[src/rtl/gpio_irq_pkg.sv]
package gpio_irq_pkg;

    localparam int REG_ADDR_W = 12;

    localparam logic [REG_ADDR_W-1:0] OFS_SENSE  = 12'h404;
    localparam logic [REG_ADDR_W-1:0] OFS_ANYEDG = 12'h408;
    localparam logic [REG_ADDR_W-1:0] OFS_POLAR  = 12'h40C;
    localparam logic [REG_ADDR_W-1:0] OFS_ENABLE = 12'h410;
    localparam logic [REG_ADDR_W-1:0] OFS_RAW    = 12'h414;
    localparam logic [REG_ADDR_W-1:0] OFS_MASKED = 12'h418;
    localparam logic [REG_ADDR_W-1:0] OFS_CLEAR  = 12'h41C;

    typedef enum logic [2:0] {
        SEL_NONE,
        SEL_SENSE,
        SEL_ANYEDG,
        SEL_POLAR,
        SEL_ENABLE,
        SEL_RAW,
        SEL_MASKED,
        SEL_CLEAR
    } reg_sel_e;

    // Per-pin detection setup carried into each pin cell.
    typedef struct packed {
        logic level_mode;  // 1: level sensitive, 0: edge sensitive
        logic any_edge;    // edge pins: react to both transitions
        logic active_hi;   // 1: high level / rising edge
    } pin_cfg_t;

    function automatic reg_sel_e decode_ofs(input logic [REG_ADDR_W-1:0] a);
        case (a)
            OFS_SENSE:  return SEL_SENSE;
            OFS_ANYEDG: return SEL_ANYEDG;
            OFS_POLAR:  return SEL_POLAR;
            OFS_ENABLE: return SEL_ENABLE;
            OFS_RAW:    return SEL_RAW;
            OFS_MASKED: return SEL_MASKED;
            OFS_CLEAR:  return SEL_CLEAR;
            default:    return SEL_NONE;
        endcase
    endfunction

    function automatic logic edge_qualify(input logic rise, input logic fall,
                                          input pin_cfg_t cfg);
        if (cfg.any_edge)
            return rise | fall;
        return cfg.active_hi ? rise : fall;
    endfunction

    function automatic logic level_qualify(input logic pin, input pin_cfg_t cfg);
        return cfg.active_hi ? pin : ~pin;
    endfunction

endpackage

[src/rtl/gpio_irq_regs.sv]
module gpio_irq_regs
    import gpio_irq_pkg::*;
#(
    parameter int NUM_PINS = 8
) (
    input  logic                  clk,
    input  logic                  rst,
    input  logic                  we,
    input  logic [REG_ADDR_W-1:0] addr,
    input  logic [NUM_PINS-1:0]   wdata,
    input  logic [NUM_PINS-1:0]   raw_st,
    input  logic [NUM_PINS-1:0]   masked_st,
    output logic [NUM_PINS-1:0]   sense_q,
    output logic [NUM_PINS-1:0]   anyedg_q,
    output logic [NUM_PINS-1:0]   polar_q,
    output logic [NUM_PINS-1:0]   enable_q,
    output logic [NUM_PINS-1:0]   clr_pulse,
    output logic [NUM_PINS-1:0]   rdata
);

    reg_sel_e sel;

    assign sel = decode_ofs(addr);

    always_ff @(posedge clk) begin
        if (rst) begin
            sense_q  <= '0;
            anyedg_q <= '0;
            polar_q  <= '0;
            enable_q <= '0;
        end else if (we) begin
            case (sel)
                SEL_SENSE:  sense_q  <= wdata;
                SEL_ANYEDG: anyedg_q <= wdata;
                SEL_POLAR:  polar_q  <= wdata;
                SEL_ENABLE: enable_q <= wdata;
                default: ;
            endcase
        end
    end

    // Clear strobe lasts exactly the cycle of the write.
    always_comb begin
        clr_pulse = '0;
        if (we && sel == SEL_CLEAR)
            clr_pulse = wdata;
    end

    always_comb begin
        case (sel)
            SEL_SENSE:  rdata = sense_q;
            SEL_ANYEDG: rdata = anyedg_q;
            SEL_POLAR:  rdata = polar_q;
            SEL_ENABLE: rdata = enable_q;
            SEL_RAW:    rdata = raw_st;
            SEL_MASKED: rdata = masked_st;
            default:    rdata = '0;
        endcase
    end

endmodule

[src/rtl/gpio_irq_pin_cell.sv]
module gpio_irq_pin_cell
    import gpio_irq_pkg::*;
(
    input  logic     clk,
    input  logic     rst,
    input  logic     pin,
    input  pin_cfg_t cfg,
    input  logic     clr,
    output logic     prev,
    output logic     raw
);

    logic pin_q;
    logic raw_q;
    logic rise;
    logic fall;
    logic edge_hit;
    logic level_hit;
    logic raw_d;

    assign rise      = pin & ~pin_q;
    assign fall      = ~pin & pin_q;
    assign edge_hit  = edge_qualify(rise, fall, cfg);
    assign level_hit = level_qualify(pin, cfg);

    // Level pins track the level; edge pins latch, a new edge beats a clear.
    always_comb begin
        if (cfg.level_mode)
            raw_d = level_hit;
        else
            raw_d = edge_hit | (raw_q & ~clr);
    end

    // History loads during reset too, so the released state is no edge.
    always_ff @(posedge clk) begin
        pin_q <= pin;
        if (rst)
            raw_q <= 1'b0;
        else
            raw_q <= raw_d;
    end

    assign prev = pin_q;
    assign raw  = raw_q;

endmodule

[src/rtl/gpio_irq_combine.sv]
module gpio_irq_combine #(
    parameter int NUM_PINS = 8
) (
    input  logic                clk,
    input  logic                rst,
    input  logic [NUM_PINS-1:0] raw_st,
    input  logic [NUM_PINS-1:0] enable,
    output logic [NUM_PINS-1:0] masked_st,
    output logic                irq
);

    logic irq_q;

    assign masked_st = raw_st & enable;

    always_ff @(posedge clk) begin
        if (rst)
            irq_q <= 1'b0;
        else
            irq_q <= |masked_st;
    end

    assign irq = irq_q;

endmodule

[src/rtl/gpio_irq_detect.sv]
module gpio_irq_detect
    import gpio_irq_pkg::*;
#(
    parameter int NUM_PINS = 8
) (
    input  logic                  clk,
    input  logic                  rst,
    input  logic                  bus_we,
    input  logic [REG_ADDR_W-1:0] bus_addr,
    input  logic [NUM_PINS-1:0]   bus_wdata,
    output logic [NUM_PINS-1:0]   bus_rdata,
    input  logic [NUM_PINS-1:0]   pins_in,
    output logic                  irq_out
);

    logic [NUM_PINS-1:0] sense_v;
    logic [NUM_PINS-1:0] anyedg_v;
    logic [NUM_PINS-1:0] polar_v;
    logic [NUM_PINS-1:0] enable_v;
    logic [NUM_PINS-1:0] clr_v;
    logic [NUM_PINS-1:0] raw_v;
    logic [NUM_PINS-1:0] prev_v;
    logic [NUM_PINS-1:0] masked_v;

    gpio_irq_regs #(.NUM_PINS(NUM_PINS)) u_regs (
        .clk       (clk),
        .rst       (rst),
        .we        (bus_we),
        .addr      (bus_addr),
        .wdata     (bus_wdata),
        .raw_st    (raw_v),
        .masked_st (masked_v),
        .sense_q   (sense_v),
        .anyedg_q  (anyedg_v),
        .polar_q   (polar_v),
        .enable_q  (enable_v),
        .clr_pulse (clr_v),
        .rdata     (bus_rdata)
    );

    for (genvar g = 0; g < NUM_PINS; g++) begin : g_pin
        pin_cfg_t cfg;
        assign cfg.level_mode = sense_v[g];
        assign cfg.any_edge   = anyedg_v[g];
        assign cfg.active_hi  = polar_v[g];

        gpio_irq_pin_cell u_cell (
            .clk  (clk),
            .rst  (rst),
            .pin  (pins_in[g]),
            .cfg  (cfg),
            .clr  (clr_v[g]),
            .prev (prev_v[g]),
            .raw  (raw_v[g])
        );
    end

    gpio_irq_combine #(.NUM_PINS(NUM_PINS)) u_comb (
        .clk       (clk),
        .rst       (rst),
        .raw_st    (raw_v),
        .enable    (enable_v),
        .masked_st (masked_v),
        .irq       (irq_out)
    );

endmodule

[config.mk]
export PLATFORM = sky130hd
export DESIGN_NAME = gpio_irq_detect
export DESIGN_NICKNAME = d
export VERILOG_FILES = /design/src/rtl/gpio_irq_pkg.sv /design/src/rtl/gpio_irq_regs.sv /design/src/rtl/gpio_irq_pin_cell.sv /design/src/rtl/gpio_irq_combine.sv /design/src/rtl/gpio_irq_detect.sv
export SDC_FILE = /design/constraint.sdc
export NUM_CORES = 1
export LEC_CHECK = 0
export ABC_CLOCK_PERIOD_IN_PS = 3700
export CORE_ASPECT_RATIO = 1.2
export CORE_UTILIZATION = 50
export DETAILED_ROUTE_END_ITERATION = 8
export DONT_BUFFER_PORTS = 1
export PLACE_DENSITY = 0.72
export SLEW_MARGIN = 10
export SYNTH_ARGS = -nofsm -noshare
export SYNTH_HDL_FRONTEND = slang
export SYNTH_SLANG_ARGS = --single-unit
[constraint.sdc]
create_clock -name clk -period 3.7 [get_ports clk]
set_clock_uncertainty 0.1 [all_clocks]
set_input_delay 0.185 -clock clk [delete_from_list [all_inputs] [get_ports clk]]
set_output_delay 0.185 -clock clk [all_outputs]
set_load 0.02 [all_outputs]
==> flow_summary.yaml, run 1 <==
run_status:
  status: "finished, final reports clean"
clocking:
  cts_tree: "yes"
  clk_path_buf_depth: 2
  postCtsHoldBufs: 18
  cts.repair.resized: 0
  post-cts-setup-buffers: 0
  clock_sinks: 49
  cts-buffers-inserted: 5
  clockRootBuffer: "clkbuf_8"
  clk-insertion-delay-late_ns: 0.30
  cts.clk_slew.worst_paths_ns: 0.09
  htreeDepth: 2
worst_setup_path:
  crit_type: "input port to flip-flop"
  startpoint: "bus_addr[9]"
  cp-endpoint: "u_regs.anyedg_q[1]$_SDFFE_PP0P_"
  reg2reg_slack_ns: 2.43
  r2r_cells: 3
  endpoint_kind: "flip-flop"
  crit_required_ns: 3.80
  cp-start-kind: "input port"
  cp_max_fo: 8
  r2r_end: "u_regs.anyedg_q[1]$_SDFFE_PP0P_"
  cp.arrival_ns: 2.57
  rr_startpoint: "u_regs.anyedg_q[1]$_SDFFE_PP0P_"
global_route:
  grt_pass1_vias: 2066
  antenna_found_initial: 0
  grt_max_degree: 42
  grt_pass1_wl_um: 10320
  grt.overflow.total: 0
  track_usage_pct: 23.36
synthesis:
  synthTopCellsByCount: "56 x mux2i_1, 49 x dfxtp_1, 41 x nor2_1"
  synth_top_area_share_pct: 36.38
  synthTopCellsByArea: "dfxtp_1 36%, mux2i_1 21%, ha_1 7.4%"
  synth_warnings: 0
  avgSynthCellArea_um2: 9.596
  netlist_instances: 281
  synth_area_um2: 2696
  synth-async-reset-ratio_pct: 0
  synth_fp_nets: 328
  yosys.area.top_type: "dfxtp_1"
  synth_seq_cells: 49
  ys_seq_area_share_pct: 36.38
  synth_flop_cell: "dfxtp_1"
  yosysMostFrequentCell: "mux2i_1"
  synth_edf_count: 0
  yosysUniqueCellTypes: 32
finish:
  postLayoutCoreUtil_pct: 60.29
  num-fill-cells: 466
  syn2layout_area_growth_pct: 12.81
  n_antenna_cell: 0
  nNetsFinal: 342
  drive_gt1_share_pct: 8.784
detailed_routing:
  drc: 0
  dr.pass1.iters: 5
  ant_nets: 0
  drt_iter0_markers: 149
  wl_per_cell_um: 17.47
  postRouteWirelength_um: 6220
  vias: 2103
  avgViaCountPerCell: 5.907
floorplanning:
  rows: 28
  dieHeight_um: 82.45
  dieArea_um2: 5692
  coreArea_um2: 5045
  initial_utilization_pct: 53.45
  fp.dieW_um: 69.04
  ios: 40
worst_hold_path:
  worstHoldStart: "pins_in[0]"
  hp-class: "input port to flip-flop"
place:
  gp_congestion: 0.7673
  io_buffers: 0
  dp_hpwl_um: 4039
timing:
  drv_slew: 0
  finalHoldViolations: 0
  period_share_pct: 66.80
  grt_setup_unrepaired: "no"
  tightest_slew_ns: 0.9895
  period_needed_ns: 2.472
  setup_viol_count_final: 0
  fmax_mhz: 404.6
  max_slew_margin_pct: 33.49
  fin_tns_setup_ns: 0
pwr:
  leakage_uw: 0.001264
  ir_drop_mv: 0.2321
  p_per_area_nw_per_um2: 335.3
run:
  maxCapViolations: 0
routing by layer:
layer / part of all wire (%) / routed length, um / global-route usage [%] / vias to the layer above
met4: 0.95 / 59 / 8.571 / 0
met3: 6.4 / 400 / 5.461 / 5
met1: 43 / 2668 / 29.14 / 1005
li1: - / - / - / 1037
met2: 50 / 3092 / 39.71 / 56
met5: 0 / 0 / 0 / -
state kept, by name, summed over array words and instances, names as in the netlist:
name               flops
g_pin.u_cell.prev      8
g_pin.u_cell.raw       8
u_regs.anyedg_q        8
u_regs.enable_q        8
u_regs.polar_q         8
u_regs.sense_q         8
u_comb.irq             1
how the worst min path moves through the flow:
stage / end / slack [ns] / cells after the start
after floorplan: g_pin[0].u_cell.prev$_DFF_P_ / 0.11 / 0
after global placement: g_pin[1].u_cell.prev$_DFF_P_ / 0.11 / 0
after detailed placement: g_pin[5].u_cell.prev$_DFF_P_ / 0.11 / 0
after CTS: g_pin[3].u_cell.raw$_SDFF_PP0_ / 0.03 / 2
after global routing: g_pin[3].u_cell.raw$_SDFF_PP0_ / 0.03 / 2
final: g_pin[0].u_cell.raw$_SDFF_PP0_ / 0.04 / 2
report_power, final:
part           leakage (uW)  internal [uW]  total [uW]  switching [uW]
Clock             0.0000585            221         396             176
Sequential         0.000399            538         546            7.97
Combinational      0.000806           39.4        78.2            38.7
Total               0.00126            798        1020             222
cell type report:
| cell class | count | area, um2 | share of cell area (%) |
|---|---|---|---|
| clock inverter | 1 | 30.03 | 0.9872 |
| tap | 60 | 75.07 | 2.468 |
| multi-input combinational | 202 | 1600 | 52.61 |
| inverter | 17 | 63.81 | 2.098 |
| clock buffer | 7 | 86.33 | 2.838 |
| sequential | 49 | 980.9 | 32.25 |
| timing repair buffer | 20 | 205.2 | 6.746 |
critical path: stages:
cell and delay (ns):
or4b_1 0.67, or4_1 0.87, mux2i_1 0.25, nor2_1 0.05, dlygate4sd3_1 0.54
logic make-up after synthesis:
group / count (synthesis) / synth area share [%]
flops: 49 / 36.38
fa+ha+maj: 16 / 7.425
buf+inv: 30 / 4.501
simple gates: 77 / 15.36
xor+xnor: 8 / 2.599
compound gates: 37 / 9.606
mux: 64 / 24.13
cells in the final DEF (no fill, tap or decap), types with 2 or more instances in the layout:
master / synthesis / layout
mux2i_1: 56 / 56
nor4_4: 2 / 2
ha_1: 16 / 16
o21ai_0: 16 / 16
nor2_1: 41 / 41
dlygate4sd3_1: 0 / 17
xor2_1: 8 / 8
o221ai_1: 8 / 8
nand2_1: 9 / 9
a22oi_1: 4 / 4
inv_1: 17 / 17
clkbuf_8: 0 / 6
mux2_2: 8 / 8
a221oi_1: 8 / 8
or2_2: 2 / 2
buf_4: 0 / 2
nand4_1: 10 / 10
dfxtp_1: 49 / 49
or4_1: 2 / 2
per-stage QoR:
stage	cells	setup WS [ns]	area (um2)	power, uW	hold slack (ns)
after floorplan	281	1.513	2696	606.9	0.1127
after global placement	330	1.362	2735	606.5	0.1129
after detailed placement	330	1.324	2735	608.9	0.1129
after CTS	356	1.217	3042	1024	0.02793
after global routing	356	1.156	3042	1062	0.02595
final	356	1.228	3042	1020	0.03928
Power figures use the tool's default switching activity.
==> run 2: changes to the inputs <==
- ABC_AREA: default -> 1
- ABC_CLOCK_PERIOD_IN_PS: 3700 -> 2400
- clock period: 3.7 -> 2.4 ns (I/O delays scaled with it)
==> run 2 against run 1 <==
  * Worst setup slack worse by 0.57 ns
  * Worst hold slack better by 0.0031 ns
  * Sequential share of layout area is 3.1 points lower
  * Core utilization is 0.98 points lower
  * Synthesized area is 8.6% higher
  * Non-clock buffer count is 5 higher
  * Critical path type unchanged
  * Critical endpoint is now u_regs.sense_q[2]$_SDFFE_PP0P_
  * Largest cell class unchanged
==> flow_summary.yaml, run 2 <==
synthesis:
  synth_fp_nets: 463
  ys_seq_area_share_pct: 33.49
  yosys.area.top_type: "dfxtp_1"
  synth-async-reset-ratio_pct: 0
  synth_edf_count: 0
  netlist_instances: 416
  yosysMostFrequentCell: "nand2_1"
  synth_seq_cells: 49
  synth_top_area_share_pct: 33.49
  synthTopCellsByCount: "96 x nand2_1, 61 x inv_1, 49 x dfxtp_1"
  synthTopCellsByArea: "dfxtp_1 33%, nand2_1 12%, a21oi_1 8.0%"
  avgSynthCellArea_um2: 7.041
  synth_flop_cell: "dfxtp_1"
  yosysUniqueCellTypes: 31
  synth_area_um2: 2929
  synth_warnings: 0
finish:
  fin_cells: 522
  syn2layout_area_growth_pct: 14.78
  layout_commonest_cell: "nand2_1"
  drive_gt1_share_pct: 9.729
  nNetsFinal: 489
  n_antenna_cell: 0
  final_cell_mix: "96 x nand2_1, 61 x inv_1, 49 x dfxtp_1, 47 x a21oi_1, 31 x o21ai_0"
clocking:
  clock_sinks: 49
  htreeDepth: 2
  clk-insertion-delay-late_ns: 0.30
  cts_tree: "yes"
  clockRootBuffer: "clkbuf_8"
  clk_path_buf_depth: 2
  post-cts-setup-buffers: 0
  cts.clk_slew.worst_paths_ns: 0.09
  cts-buffers-inserted: 5
timing:
  period_share_pct: 72.65
  drv_slew: 0
  max_slew_margin_pct: 67.93
  period_needed_ns: 1.744
  fin_ws_ns: 0.6564
  tightest_slew_ns: 0.4794
  fmax_mhz: 573.5
  fin_tns_setup_ns: 0
  grt_setup_unrepaired: "no"
  setup_viol_count_final: 0
  finalHoldViolations: 0
worst_setup_path:
  critPathMaxStageDelay_ns: 0.83
  endpoint_kind: "flip-flop"
  cpMaxStageDelayCell: "dlygate4sd3_1"
  crit_type: "input port to flip-flop"
  cp_max_fo: 9
  cp_top_family: "buffers and inverters"
  cp-start-kind: "input port"
  worst-path-buf-inv: 2
  worstPathCellList: "dlygate4sd3_1 > nand2_4 > nand2_1 > a21oi_1 > dlygate4sd3_1"
  cpMostUsedCell: "dlygate4sd3_1"
  crit_required_ns: 2.49
  cp.arrival_ns: 1.83
detailed_routing:
  drc: 0
  ant_nets: 0
  postRouteWirelength_um: 7428
  wl_per_cell_um: 14.23
  vias: 2816
  dr.pass1.iters: 5
  avgViaCountPerCell: 5.395
  drt_iter0_markers: 235
global_route:
  grt_pass1_vias: 2596
  grt.met2_usage_pct: 44.51
  grt_pass1_wl_um: 12170
  use_met3_pct: 4.113
  use_met1_pct: 32.67
  grt.overflow.total: 0
  antenna_found_initial: 0
  grt_max_degree: 33
  grt-busiest-layer: "met2"
  track_usage_pct: 25.67
floorplanning:
  ios: 40
  rows: 30
  dieArea_um2: 6170
  fp.dieW_um: 71.87
  coreArea_um2: 5668
  initial_utilization_pct: 51.68
  dieHeight_um: 85.85
pwr:
  leakage_uw: 0.001358
  p_per_area_nw_per_um2: 461.4
  finalPower_uw: 1551
  ir_drop_mv: 0.3644
place:
  io_buffers: 0
  gp_congestion: 0.8839
  dp_slack_ns: 0.9074
  place_inst: 490
  dp_hpwl_um: 4999
run_status:
  status: "finished, final reports clean"
run:
  maxCapViolations: 0
worst_hold_path:
  hp-class: "input port to flip-flop"
run 2: worst register-to-register path: stages, from the launching register on:
cell and delay, ns:
dfxtp_1 0.42, nand2_1 0.07, a21oi_1 0.14, dlygate4sd3_1 0.57
run 2: area by class of cell:
type                            instances  area (um2)
Multi-Input combinational cell        294        1663
Timing Repair Buffer                   25       260.3
Clock buffer                            5       68.82
Tap cell                               80       100.1
Inverter                               67       254.0
Fill cell                             556        2306
Clock inverter                          2       35.03
Sequential cell                        49       980.9
run 2: path summary, 6_finish.rpt:
check                                  from                        endpoint  slack [ns]  cells after the start
min reg2reg  u_regs.sense_q[6]$_SDFFE_PP0P_  u_regs.sense_q[6]$_SDFFE_PP0P_        0.37                      2
min                              pins_in[4]  g_pin[4].u_cell.raw$_SDFF_PP0_        0.04                      3
max                                  bus_we  u_regs.sense_q[2]$_SDFFE_PP0P_        0.66                      5
max reg2reg  u_regs.polar_q[3]$_SDFFE_PP0P_  u_regs.polar_q[3]$_SDFFE_PP0P_        1.05                      3
run 2: cells by family after synthesis:
kind of cell | synth area share, %
AOI/OAI and AO/OA | 16.53
xor gates and xnor gates | 2.392
adders and majority gates | 6.835
buffers and inverters | 9.739
DFF | 33.49
muxes | 1.153
and+or+nand+nor | 29.86
run 2: repair_timing:
action	CTS	global route
hold endpoints to repair	48	1
resized for setup	0	0
hold buffers	24	1
setup endpoints to repair	0	0
run 2: where the power goes:
group | total, uW | internal (uW) | leakage, uW | switching, uW
Combinational | 137 | 58.1 | 0.000905 | 78.6
Clock | 574 | 303 | 0.0000540 | 271
Sequential | 840 | 829 | 0.000399 | 11.3
Total | 1550 | 1190 | 0.00136 | 361
run 2: layer usage:
metal	wire length, um	vias to the layer above
met5	0	-
met4	161	0
met3	401	13
met2	3629	97
met1	3235	1304
li1	-	1402
run 2: metrics by stage:
stage	util (%)	instance area, um2	hold WS, ns
after floorplan	-	2929	0.04772
after global placement	52.89	2998	0.04787
after detailed placement	52.89	2998	0.04785
after CTS	59.14	3352	0.003634
after global routing	59.32	3362	0.06372
final	59.32	3362	0.04238
==> run 3: changes to the inputs <==
- ABC_CLOCK_PERIOD_IN_PS: 2400 -> 1450
- PLACE_DENSITY: 0.72 -> 0.75
- clock period: 2.4 -> 1.45 ns (I/O delays scaled with it)
==> run 3 against run 2 <==
  * Highest routed layer unchanged
  * Worst setup slack worse by 0.59 ns
  * Critical path depth decreased by 1
  * Sequential share of layout area increased by 0.39 points
  * Register-to-register slack worse by 0.84 ns
  * Clock-buffer cell count rose by 1
  * Routed wire length shrank 2.9%
  * Clock power rose by 36%
  * Global-route usage decreased by 1.2 points
  * Final cell count down 0.38%
  * Core utilization is 0.77 points lower
  * Sequential power increased by 65%
==> flow_summary.yaml, run 3 (synthesized netlist as in run 2, its figures left out) <==
run:
  maxCapViolations: 0
worst_setup_path:
  r2r_cells: 5
  reg2reg_slack_ns: 0.21
  rr_startpoint: "g_pin[2].u_cell.prev$_DFF_P_"
  r2r_end: "g_pin[2].u_cell.raw$_SDFF_PP0_"
  cp-start-kind: "flip-flop"
  crit_required_ns: 1.28
  crit_type: "flip-flop to output port"
  startpoint: "u_regs.enable_q[6]$_SDFFE_PP0P_"
  cp-endpoint: "bus_rdata[6]"
  cp_max_fo: 3
  cp.arrival_ns: 1.21
  endpoint_kind: "output port"
timing:
  drv_slew: 0
  fmax_mhz: 722.7
  finalHoldViolations: 0
  max_slew_margin_pct: 63.96
  fin_ws_ns: 0.06627
  tightest_slew_ns: 0.5388
  period_share_pct: 95.43
  fin_tns_setup_ns: 0
  period_needed_ns: 1.384
  grt_setup_unrepaired: "no"
  setup_viol_count_final: 0
place:
  io_buffers: 0
  place_area_um2: 3020
  dp_slack_ns: 0.07996
  dp_hpwl_um: 5119
  gp_congestion: 0.8513
  place_inst: 493
pwr:
  ir_drop_mv: 0.4386
  p_per_area_nw_per_um2: 723.4
  leakage_uw: 0.001338
global_route:
  grt_pass1_wl_um: 11620
  track_usage_pct: 24.42
  grt_pass1_vias: 2520
  antenna_found_initial: 0
  grt_max_degree: 33
  grt.overflow.total: 0
floorplanning:
  dieArea_um2: 6170
  fp.dieW_um: 71.87
  coreArea_um2: 5668
  initial_utilization_pct: 51.68
  ios: 40
  rows: 30
  dieHeight_um: 85.85
detailed_routing:
  vias: 2739
  ant_nets: 0
  wl_per_cell_um: 13.87
  drc: 0
  drt_iter0_markers: 160
  avgViaCountPerCell: 5.267
  dr.pass1.iters: 5
  postRouteWirelength_um: 7214
worst_hold_path:
  hp-class: "input port to flip-flop"
clocking:
  clock_sinks: 49
  cts.clk_slew.worst_paths_ns: 0.09
  clockRootBuffer: "clkbuf_8"
  cts-buffers-inserted: 5
  clk_path_buf_depth: 2
  cts_tree: "yes"
  htreeDepth: 2
  clk-insertion-delay-late_ns: 0.30
  post-cts-setup-buffers: 0
run_status:
  status: "finished, final reports clean"
finish:
  fin_cells: 520
  fin_area_um2: 3318
  nNetsFinal: 486
  postLayoutCoreUtil_pct: 58.54
  syn2layout_area_growth_pct: 13.28
  drive_gt1_share_pct: 11.14
  layout_commonest_cell: "nand2_1"
  n_antenna_cell: 0
  final_cell_mix: "96 x nand2_1, 60 x inv_1, 49 x dfxtp_1, 47 x a21oi_1, 30 x o21ai_0"
[run 3: changes by cell type in the layout (fill, tap and decap cells not counted), moves of 2 or more]
cell,previous run,this run
nand3_1,24,22
dlygate4sd3_1,24,18
buf_4,0,3
nand3_2,4,6
[run 3: layer usage]
| layer | vias up | GRT usage, % | wire, um | part of all wire [%] |
|---|---|---|---|---|
| met5 | - | 0 | 0 | 0 |
| met4 | 0 | 8.913 | 137 | 1.9 |
| met3 | 12 | 4.348 | 465 | 6.4 |
| met2 | 93 | 41.77 | 3499 | 49 |
| met1 | 1239 | 30.56 | 3112 | 43 |
| li1 | 1395 | - | - | - |
[run 3: report_power, final]
group | switching (uW) | leakage (uW) | internal, uW
Clock | 446 | 0.0000450 | 335
Combinational | 133 | 0.000893 | 95.5
Sequential | 18.9 | 0.000399 | 1370
Total | 598 | 0.00134 | 1800
[run 3: how the worst min path moves through the flow]
| stage | startpoint | endpoint | slack [ns] | cells after the start |
|---|---|---|---|---|
| 2_1_floorplan | pins_in[0] | g_pin[0].u_cell.prev$_DFF_P_ | 0.0002 | 0 |
| 3_3_place_gp | pins_in[0] | g_pin[0].u_cell.prev$_DFF_P_ | 0.0004 | 0 |
| 3_5_place_dp | pins_in[0] | g_pin[0].u_cell.prev$_DFF_P_ | 0.0003 | 0 |
| 4_1_cts | rst | u_comb.irq$_SDFF_PP0_ | 0.01 | 2 |
| 5_1_grt | rst | u_comb.irq$_SDFF_PP0_ | 0.06 | 2 |
| 6_report | rst | u_comb.irq$_SDFF_PP0_ | 0.04 | 2 |
[run 3: timing repair]
item,in CTS,in global routing
hold buffers,19,0
gates resized for setup,1,4
endpoints found under the setup margin,1,6
endpoints found under the hold margin,48,0
[run 3: per-stage QoR]
step	hold WS, ns	total power (uW)
2_1_floorplan	0.0002174	1551
3_3_place_gp	0.0003669	1557
3_5_place_dp	0.0003303	1564
4_1_cts	0.01268	2416
5_1_grt	0.05617	2494
6_report	0.03978	2400
[run 3: layout make-up]
| class | instances | area (um2) |
|---|---|---|
| clock buffers | 6 | 72.57 |
| clock inverters | 2 | 10.01 |
| fillers | 529 | 2350 |
| inverters | 67 | 254.0 |
| multi-input cells | 294 | 1678 |
| flip-flops and latches | 49 | 980.9 |
| well taps | 80 | 100.1 |
| repair buffers | 22 | 222.7 |
[run 3: worst max-delay path, cell delays in order (launching register included)]
cell and delay (ns):
dfxtp_1 0.37, nand2_1 0.11, o21ai_1 0.20, nor2_1 0.07, nand2_1 0.17
